===== src/rtl/nand_rd_pkg.sv =====
package nand_rd_pkg;
  localparam int COL_W      = 10;
  localparam int LAST_COL   = 527;
  localparam int SPARE_BASE = 512;
  localparam int HALF_BASE  = 256;

  localparam logic [7:0] CMD_MAIN_LO = 8'h00;
  localparam logic [7:0] CMD_MAIN_HI = 8'h01;
  localparam logic [7:0] CMD_SPARE   = 8'h50;

  typedef enum logic [1:0] {RGN_MAIN_LO, RGN_MAIN_HI, RGN_SPARE} region_e;
  typedef enum logic [1:0] {ST_IDLE, ST_BUSY, ST_READ} rd_state_e;

  function automatic logic [7:0] cell_byte(input logic [3:0] pg, input logic [COL_W-1:0] col);
    return col[7:0] ^ {pg, 2'b00, col[9:8]};
  endfunction
endpackage


===== src/rtl/nand_strobe_edge.sv =====
module nand_strobe_edge #(
  parameter int N = 2
) (
  input  logic         clk,
  input  logic         rst_n,
  input  logic [N-1:0] strobe_n,
  output logic [N-1:0] rise,
  output logic [N-1:0] fall
);
  logic [N-1:0] prev_q;

  for (genvar i = 0; i < N; i++) begin : g_edge
    always_ff @(posedge clk or negedge rst_n) begin
      if (!rst_n) prev_q[i] <= 1'b1;
      else        prev_q[i] <= strobe_n[i];
    end
    assign rise[i] = ~prev_q[i] & strobe_n[i];
    assign fall[i] = prev_q[i] & ~strobe_n[i];
  end
endmodule


===== src/rtl/nand_cmd_decode.sv =====
module nand_cmd_decode
  import nand_rd_pkg::*;
#(
  parameter int PAGE_AW = 2
) (
  input  logic               clk,
  input  logic               rst_n,
  input  logic               ce_n,
  input  logic               cle,
  input  logic               ale,
  input  logic               we_rise,
  input  logic [7:0]         io_in,
  input  logic               busy,
  output logic               cmd_hit,
  output logic               start_go,
  output logic [COL_W-1:0]   start_col,
  output logic [PAGE_AW-1:0] start_page,
  output logic               spare_mode
);
  region_e     rgn_q;
  logic        armed_q;
  logic [1:0]  idx_q;
  logic [7:0]  col_q, rlo_q;
  logic        accept, cmd_ev, addr_ev, known_cmd;
  logic [15:0] row;

  assign accept    = we_rise & ~ce_n & ~busy;
  assign cmd_ev    = accept & cle & ~ale;
  assign addr_ev   = accept & ale & ~cle & armed_q;
  assign known_cmd = (io_in == CMD_MAIN_LO) || (io_in == CMD_MAIN_HI) || (io_in == CMD_SPARE);
  assign cmd_hit   = cmd_ev & known_cmd;
  assign start_go  = addr_ev & (idx_q == 2'd2);
  assign row       = {io_in, rlo_q};
  assign start_page = row[PAGE_AW-1:0];
  assign spare_mode = (rgn_q == RGN_SPARE);

  always_comb begin
    unique case (rgn_q)
      RGN_MAIN_LO: start_col = {2'b00, col_q};
      RGN_MAIN_HI: start_col = {2'b01, col_q};
      default:     start_col = {6'b100000, col_q[3:0]};
    endcase
  end

  always_ff @(posedge clk or negedge rst_n) begin
    if (!rst_n) begin
      rgn_q   <= RGN_MAIN_LO;
      armed_q <= 1'b0;
      idx_q   <= 2'd0;
      col_q   <= 8'h00;
      rlo_q   <= 8'h00;
    end else if (ce_n) begin
      armed_q <= 1'b0;
    end else if (cmd_hit) begin
      armed_q <= 1'b1;
      idx_q   <= 2'd0;
      if (io_in == CMD_MAIN_LO)      rgn_q <= RGN_MAIN_LO;
      else if (io_in == CMD_SPARE)   rgn_q <= RGN_SPARE;
      else if (rgn_q != RGN_SPARE)   rgn_q <= RGN_MAIN_HI;
    end else if (addr_ev) begin
      if (idx_q == 2'd0) col_q <= io_in;
      if (idx_q == 2'd1) rlo_q <= io_in;
      if (idx_q == 2'd2) armed_q <= 1'b0;
      idx_q <= idx_q + 2'd1;
    end
  end
endmodule


===== src/rtl/nand_col_ptr.sv =====
module nand_col_ptr
  import nand_rd_pkg::*;
#(
  parameter int PAGE_AW   = 2,
  parameter int TR_CYCLES = 20
) (
  input  logic               clk,
  input  logic               rst_n,
  input  logic               ce_n,
  input  logic               cmd_hit,
  input  logic               start_go,
  input  logic [COL_W-1:0]   start_col,
  input  logic [PAGE_AW-1:0] start_page,
  input  logic               spare_mode,
  input  logic               re_fall,
  output logic               busy,
  output logic               rd_fire,
  output logic [COL_W-1:0]   rd_col,
  output logic [PAGE_AW-1:0] rd_page,
  output logic               rgn_spare
);
  localparam int CNT_W = $clog2(TR_CYCLES + 1);
  localparam logic [CNT_W-1:0] CNT_LOAD = CNT_W'(TR_CYCLES - 1);

  rd_state_e          st_q;
  logic [CNT_W-1:0]   cnt_q;
  logic [COL_W-1:0]   col_q;
  logic [PAGE_AW-1:0] page_q;
  logic               spare_q;
  logic               at_end, final_page;

  assign at_end     = (col_q == COL_W'(LAST_COL));
  assign final_page = &page_q;
  assign rd_fire    = (st_q == ST_READ) & re_fall & ~ce_n;
  assign busy       = (st_q == ST_BUSY);
  assign rd_col     = col_q;
  assign rd_page    = page_q;
  assign rgn_spare  = spare_q;

  always_ff @(posedge clk or negedge rst_n) begin
    if (!rst_n) begin
      st_q    <= ST_IDLE;
      cnt_q   <= '0;
      col_q   <= '0;
      page_q  <= '0;
      spare_q <= 1'b0;
    end else if (ce_n || cmd_hit) begin
      st_q <= ST_IDLE;
    end else if (start_go) begin
      st_q    <= ST_BUSY;
      cnt_q   <= CNT_LOAD;
      col_q   <= start_col;
      page_q  <= start_page;
      spare_q <= spare_mode;
    end else begin
      unique case (st_q)
        ST_BUSY: begin
          if (cnt_q == '0) st_q <= ST_READ;
          else             cnt_q <= cnt_q - 1'b1;
        end
        ST_READ: begin
          if (rd_fire) begin
            if (!at_end) begin
              col_q <= col_q + 1'b1;
            end else if (!final_page) begin
              page_q <= page_q + 1'b1;
              col_q  <= spare_q ? COL_W'(SPARE_BASE) : '0;
              st_q   <= ST_BUSY;
              cnt_q  <= CNT_LOAD;
            end
          end
        end
        default: ;
      endcase
    end
  end
endmodule


===== src/rtl/nand_page_store.sv =====
module nand_page_store
  import nand_rd_pkg::*;
#(
  parameter int PAGE_AW = 2
) (
  input  logic               clk,
  input  logic               rst_n,
  input  logic               rd_fire,
  input  logic [COL_W-1:0]   rd_col,
  input  logic [PAGE_AW-1:0] rd_page,
  output logic [7:0]         dout,
  output logic               dout_valid
);
  always_ff @(posedge clk or negedge rst_n) begin
    if (!rst_n) begin
      dout       <= 8'h00;
      dout_valid <= 1'b0;
    end else begin
      dout_valid <= rd_fire;
      if (rd_fire) dout <= cell_byte(4'(rd_page), rd_col);
    end
  end
endmodule


===== src/rtl/nand_read_ptr_ctrl.sv =====
module nand_read_ptr_ctrl
  import nand_rd_pkg::*;
#(
  parameter int PAGE_AW   = 2,
  parameter int TR_CYCLES = 20
) (
  input  logic       clk,
  input  logic       rst_n,
  input  logic       ce_n,
  input  logic       cle,
  input  logic       ale,
  input  logic       we_n,
  input  logic       re_n,
  input  logic [7:0] io_in,
  output logic       rb_n,
  output logic [7:0] dout,
  output logic       dout_valid
);
  logic [1:0]         rise2, fall2;
  logic               we_rise, re_fall;
  logic               cmd_hit, start_go, spare_mode, busy, rd_fire, ptr_spare;
  logic [COL_W-1:0]   start_col, rd_col;
  logic [PAGE_AW-1:0] start_page, rd_page;

  nand_strobe_edge #(.N(2)) u_edge (
    .clk(clk), .rst_n(rst_n), .strobe_n({re_n, we_n}), .rise(rise2), .fall(fall2)
  );
  assign we_rise = rise2[0];
  assign re_fall = fall2[1];

  nand_cmd_decode #(.PAGE_AW(PAGE_AW)) u_dec (
    .clk(clk), .rst_n(rst_n), .ce_n(ce_n), .cle(cle), .ale(ale), .we_rise(we_rise),
    .io_in(io_in), .busy(busy), .cmd_hit(cmd_hit), .start_go(start_go),
    .start_col(start_col), .start_page(start_page), .spare_mode(spare_mode)
  );

  nand_col_ptr #(.PAGE_AW(PAGE_AW), .TR_CYCLES(TR_CYCLES)) u_ptr (
    .clk(clk), .rst_n(rst_n), .ce_n(ce_n), .cmd_hit(cmd_hit), .start_go(start_go),
    .start_col(start_col), .start_page(start_page), .spare_mode(spare_mode),
    .re_fall(re_fall), .busy(busy), .rd_fire(rd_fire), .rd_col(rd_col),
    .rd_page(rd_page), .rgn_spare(ptr_spare)
  );

  nand_page_store #(.PAGE_AW(PAGE_AW)) u_store (
    .clk(clk), .rst_n(rst_n), .rd_fire(rd_fire), .rd_col(rd_col), .rd_page(rd_page),
    .dout(dout), .dout_valid(dout_valid)
  );

  assign rb_n = ~busy;
endmodule


===== config.mk =====
export PLATFORM = sky130hd
export DESIGN_NAME = nand_read_ptr_ctrl
export DESIGN_NICKNAME = d
export VERILOG_FILES = /design/src/rtl/nand_rd_pkg.sv /design/src/rtl/nand_strobe_edge.sv /design/src/rtl/nand_cmd_decode.sv /design/src/rtl/nand_col_ptr.sv /design/src/rtl/nand_page_store.sv /design/src/rtl/nand_read_ptr_ctrl.sv
export SDC_FILE = /design/constraint.sdc
export NUM_CORES = 1
export LEC_CHECK = 0
export ABC_AREA = 1
export BUFFER_PORTS_ARGS = -buffer_cell sky130_fd_sc_hd__buf_2
export CORE_MARGIN = 2
export CORE_UTILIZATION = 45
export DETAILED_ROUTE_END_ITERATION = 12
export HOLD_SLACK_MARGIN = 0.15
export PLACE_DENSITY = 0.75
export SLEW_MARGIN = 25
export SYNTH_ARGS = -nofsm -noshare
export SYNTH_HDL_FRONTEND = slang
export SYNTH_SLANG_ARGS = --single-unit

===== constraint.sdc =====
create_clock -name clk -period 2.1 [get_ports clk]
set_clock_uncertainty 0.05 [all_clocks]
set_input_delay 0.21 -clock clk [delete_from_list [all_inputs] [get_ports clk]]
set_output_delay 0.21 -clock clk [all_outputs]
set_load 0.02 [all_outputs]

# After elaboration in Yosys (flattened, before gate mapping)
# Index checks and enable logic that the tools add are counted.
word_totals:
  reg_bits: 46
  latchBits: 0
  mem_bits_rw: 0
  mem_bits_ro: 0
  elab_cells: 121
  n_memories: 0
classes:
  n_addsub: 4
  mul: 0
  div_mod_pow: 0
  n_lt_le_gt_ge: 0
  n_eq_ne: 20
  shifts: 0
  n_mux: 34
  bitwise_logic: 22
  n_reduce_logical: 27
ops:
  columns: ["cell", "n"]
  rows:
  - ["$mux 10", 6]
  - ["$mux 2", 16]
  - ["$mux 5", 5]
  - ["$pmux 10 s2", 1]
  - ["$and 1x1->1", 13]
  - ["$reduce_and 4->1", 3]
  - ["$reduce_bool 3->1", 4]
  - ["$add 10x1->10 const B", 1]
  - ["$eq 10x10->1 const B", 1]
  - ["$pmux 5 s2", 1]
  - ["$reduce_and 5->1", 2]
  - ["$ne 3x3->1 const B", 3]
  - ["$eq 8x1->1 const B", 1]
  - ["$eq 8x7->1 const B", 1]
  - ["$logic_not 8->1", 1]
  - ["$ne 4x3->1 const B", 2]
  - ["$not 1->1", 8]
  - ["$reduce_and 2->1", 4]
  - ["$reduce_bool 2->1", 4]
  - ["$xor 8x6->8", 1]
  - ["$eq 2x1->1 const B", 3]
  - ["$eq 2x2->1 const B", 3]
  - ["$ne 3x2->1 const B", 2]
  - ["$reduce_and 6->1", 1]
  - ["12 further kinds", 20]

# Depth between registers and ports, before layout
logic_depth:
  depth_word: 10
  depth_mapped: 13
  depth_no_buf: 12

# Hierarchy
# A second synthesis with hierarchy kept.
unflattened:
  hier_cells: 378
  area_unflattened_um2: 2731.4
by_module_without_submodules:
  columns: ["mod", "n_inst", "cells_per_inst", "area_per_inst_um2", "seq_area_each_um2"]
  rows:
  - ["nand_col_ptr", 1, 197, 1371.3, 500.5]
  - ["nand_cmd_decode", 1, 119, 878.3, 375.4]
  - ["nand_page_store", 1, 51, 395.4, 225.2]
  - ["nand_strobe_edge", 1, 10, 82.6, 52.6]
  - ["nand_read_ptr_ctrl", 1, 1, 3.8, 0.0]

# Least setup slack after synthesis
# OpenSTA, ideal clock, no wires.
synth_timing:
  kind: "flip-flop to flip-flop"
  from: "register u_ptr.col_q[0] (netlist: u_ptr.rd_col[0])"
  to: "register u_ptr.cnt_q[2]"
  setup_ps: 117
  arrival_ps: 1364
  t_required_ps: 1933
  slack_ps: 570
  stages_incl_launch_ff: 11
  path_buffers: 0
  path_cell_list: "dfrtp_1 > ha_1 > nand2_2 > nor2_4 > nand4_4 > o21ai_2 > nand2_1 > nand2_2 > nand2_2 > nand2_1 > nand2_1"
synth_via:
  elab_chain_cells: 3
synth_rtl:
  columns: ["element", "line", "source"]
  rows:
  - ["from (decl)", "nand_col_ptr.sv:27", "logic [COL_W-1:0] col_q;"]
  - ["from (signal assigned)", "nand_col_ptr.sv:52", "col_q <= start_col;"]
  - ["from (signal assigned)", "nand_col_ptr.sv:64", "col_q <= col_q + 1'b1;"]
  - ["from (signal assigned)", "nand_col_ptr.sv:67", "col_q <= spare_q ? COL_W'(SPARE_BASE) : '0;"]
  - ["$eq 10x10->1", "nand_col_ptr.sv:32", "assign at_end = (col_q == COL_W'(LAST_COL));"]
  - ["$ne 3x2->1 (no line)", null, null]
  - ["$reduce_and 6->1 (no line)", null, null]
  - ["to (signal assigned)", "nand_col_ptr.sv:59", "else cnt_q <= cnt_q - 1'b1;"]
  - ["to (decl)", "nand_col_ptr.sv:26", "logic [CNT_W-1:0] cnt_q;"]
# Every way passes these cells.
# A chain may end at the register's enable or synchronous reset.

# Final worst setup path
layout_timing:
  from: "input io_in[3]"
  to: "register u_ptr.col_q[1] (netlist: u_ptr.rd_col[1])"
layout_via:
  elab_chain_cells: 7
  word_cells_on_any_way: 9
layout_rtl:
  columns: ["element", "line", "source"]
  rows:
  - ["from (decl)", "nand_read_ptr_ctrl.sv:14", "input logic [7:0] io_in,"]
  - ["$eq 8x1->1 or $logic_not 8->1 (tied branches)", "nand_cmd_decode.sv:30", "assign known_cmd = (io_in == CMD_MAIN_LO) || (io_in == CMD_MAIN_HI) || (io_in == CMD_SPARE);"]
  - ["$logic_or 1x1->1", "nand_cmd_decode.sv:30", null]
  - ["$logic_or 1x1->1 *", "nand_cmd_decode.sv:30", null]
  - ["$and 1x1->1 *", "nand_cmd_decode.sv:31", "assign cmd_hit = cmd_ev & known_cmd;"]
  - ["$logic_or 1x1->1 *", "nand_col_ptr.sv:47", "end else if (ce_n || cmd_hit) begin"]
  - ["$not 1->1 (no line) *", null, null]
  - ["$reduce_and 4->1 (no line) *", null, null]
# Mark *: on every way between the ends. The rest lies on a longest branch, timed or not.

==> flow_summary.json <==
{
  "status": "completed",
  "start_util_pct": 46.9,
  "root_buffer": "clkbuf_8",
  "final_antenna_net_count": 0,
  "htreeDepth": 2,
  "num_rows": 27,
  "utilization_pct": 53.4,
  "num-fill-cells": 553,
  "grt_max_degree": 29,
  "io_buffers": 24,
  "drt-total-wl_um": 5080,
  "hold_viol_final": 0,
  "drc": 0,
  "rsz0062_at_grt": "no",
  "drv_slew": 0,
  "nets": 391,
  "yosys.cell_types.count": 32,
  "diodes": 0,
  "numCtsBuffers": 5,
  "max_freq_mhz": 535,
  "die_h_um": 80.0,
  "drt-wirelength-per-cell_um": 11.5,
  "dp_hpwl_um": 3860,
  "syn_area_per_cell_um2": 7.73,
  "synth_warnings": 0,
  "clk_path_buf_depth": 2,
  "num_io_pins": 25,
  "syn_nets": 358,
  "cts_setup_buffers": 0,
  "seq_area_um2": 1150,
  "grt_remaining_overflow": 0,
  "worst_pin_slew_ns": 0.605,
  "relSlewSlack_pct": 59.7,
  "setup_tns_ns": 0,
  "vias": 2137,
  "netlist_area_um2": 2600,
  "irDropWorstVdd_mv": 0.423,
  "clk_latency_ns": 0.29,
  "avgViaCountPerCell": 4.83,
  "grt_antenna_before_repair": 0,
  "p_per_area_nw_per_um2": 554,
  "clk_pin_slew_ns": 0.09,
  "worstSetupPathType": "in2reg",
  "required_ns": 2.23,
  "ys_ff_latch": 46,
  "end_kind": "flip-flop",
  "grt_first_pass_wirelength_um": 9060,
  "drive_gt1_share_pct": 18.1,
  "drtPass1Iterations": 4,
  "multi_input_area_um2": 1230,
  "crit_fanout": 12,
  "coreArea_um2": 5540,
  "finalSetupViolations": 0,
  "clock-sinks": 46,
  "min_period_ns": 1.87,
  "max_cap_viol_count": 0,
  "cellLeakagePower_nw": 1.54,
  "syn2layout_area_growth_pct": 13.9,
  "period_share_pct": 89.0,
  "synth_seq_area_share_pct": 44.4,
  "synthCells": 336,
  "die_w_um": 80.0,
  "hp-class": "in2reg",
  "crit_arrival_ns": 2.00,
  "grt.total_usage_pct": 18.0,
  "cts_tree": "built",
  "gp_congestion": 0.828,
  "die_area_um2": 6390,
  "worst_setup_path_start_kind": "input pin",
  "grt_pass1_vias": 2025,
  "drt_iter0_markers": 114
}
-- worst paths after layout --
kind	start	endpoint	slack (ns)	cells past startpoint
worst max-delay path	io_in[3]	u_ptr.rd_col[1]	0.23	14
worst min-delay path	io_in[7]	u_dec.col_q[7]	0.17	4
worst max register to register	u_ptr.rd_col[1]	u_ptr.rd_col[1]	0.31	10
worst min register to register	u_dec.armed_q	u_dec.armed_q	0.43	2
max in group asynchronous	rst_n	u_store.dout[6]	1.02	3
min in group asynchronous	rst_n	u_dec.col_q[5]	0.40	2
-- layout by cell type, fill, tap and decap left out, drive strengths merged, types with 7 or more instances in the layout --
cell,n
o21ai,29
nand3,18
nor2,30
buf,28
nand2,129
inv,42
ha,7
dfrtp,44
clkbuf,7
o21a,7
-- registers in the layout (all words and copies together) (netlist names) --
name                count
u_ptr.rd_page           2
u_ptr.st_q              2
u_dec.armed_q           1
u_ptr.rd_col           10
u_store.dout            8
u_store.dout_valid      1
u_ptr.rgn_spare         1
u_dec.rlo_q             2
u_dec.col_q             8
u_dec.rgn_q             2
u_ptr.cnt_q             5
u_dec.idx_q             2
u_edge.prev_q           2
-- power by group --
| part | total (mW) | switching, mW | internal [mW] | leakage, nW |
|---|---|---|---|---|
| Sequential | 0.891 | 0.00152 | 0.889 | 0.600 |
| Clock | 0.677 | 0.289 | 0.388 | 0.0585 |
| Combinational | 0.0697 | 0.0432 | 0.0265 | 0.879 |
| Total | 1.64 | 0.334 | 1.30 | 1.54 |
-- cells in the mapped netlist --
cell        n  area share, %
nor2_1     24            3.5
buf_6       2           0.87
nand2_2     9            2.2
nand3_1    17            3.3
o21ai_1     4           0.77
nand2_4     1           0.43
o21a_1      7            2.0
buf_2       1           0.19
buf_4       3           0.87
a21oi_1     1           0.19
xnor2_1     6            2.0
clkinv_1    1           0.14
o22ai_1     2           0.48
ha_1        7            3.4
nand4_2     1           0.48
o21bai_1    1           0.29
inv_1      35            5.1
inv_2       7            1.0
nor3_1      1           0.19
dfrtp_1    44             42
a22oi_1     1           0.29
nand2_1   119             17
nor2_4      4            1.7
clkbuf_1    1           0.14
nand3_2     1           0.39
nand4_1     1           0.24
xor2_1      5            1.7
nand4_4     1           0.82
o21ai_2     3            1.0
o21ai_0    22            4.2
dfstp_2     2            2.0
nor2_2      2           0.48
-- repair_timing --
item | 4_1_cts | 5_1_grt
endpoints found under the setup margin | 0 | 10
hold buffers | 5 | 0
gates resized for setup | 0 | 2
hold endpoints to repair | 29 | 0
-- area by class of cell --
type | count | share of cell area [%]
multi-input cells | 240 | 41.8
flip-flops and latches | 46 | 39.0
clock inverters | 1 | 1.02
well taps | 72 | 3.05
inverters | 43 | 5.46
repair buffers | 33 | 6.77
clock buffers | 7 | 2.92
-- stage by stage --
stage	setup WS, ns	std cells	area, um^2	hold WS, ns	power, mW
3_5_place_dp	0.199	429	2780	0.207	0.973
2_1_floorplan	0.570	336	2600	-0.136	0.932
5_1_grt	0.0568	442	2960	0.185	1.71
4_1_cts	0.0368	442	2950	0.167	1.65
6_report	0.230	442	2960	0.172	1.64
3_3_place_gp	0.223	429	2780	0.212	0.972
-- worst max-delay path: stages --
cell and delay (ns):
dlygate4sd3_1 0.53, buf_2 0.13, inv_1 0.06, nand2_1 0.05, nor2_1 0.12, nand2_1 0.08, nand2_1 0.08, nand2_2 0.15
nand2_1 0.12, nand2_2 0.09, nand2_4 0.15, inv_2 0.11, nand2_1 0.07, nand2_1 0.05
-- cell families after synthesis --
kind of cell,count (synthesis),share of synthesized area (%)
buffers and inverters,50,8.29
AOI/OAI and AO/OA,41,9.30
adders and majority gates,7,3.37
xor gates and xnor gates,11,3.71
and+or+nand+nor,181,30.9
DFF,46,44.4
-- per-layer routing --
layer  share of wire [%]  vias up  wire [um]  GRT usage (%)
met3                 4.0        5        205           2.38
met4                 1.4        0         71           6.44
met1                  49      978       2510           25.6
met2                  45       45       2300           28.0
met5                   0        -          0              0
li1                    -     1109          -              -
Power figures use the tool's default switching activity.
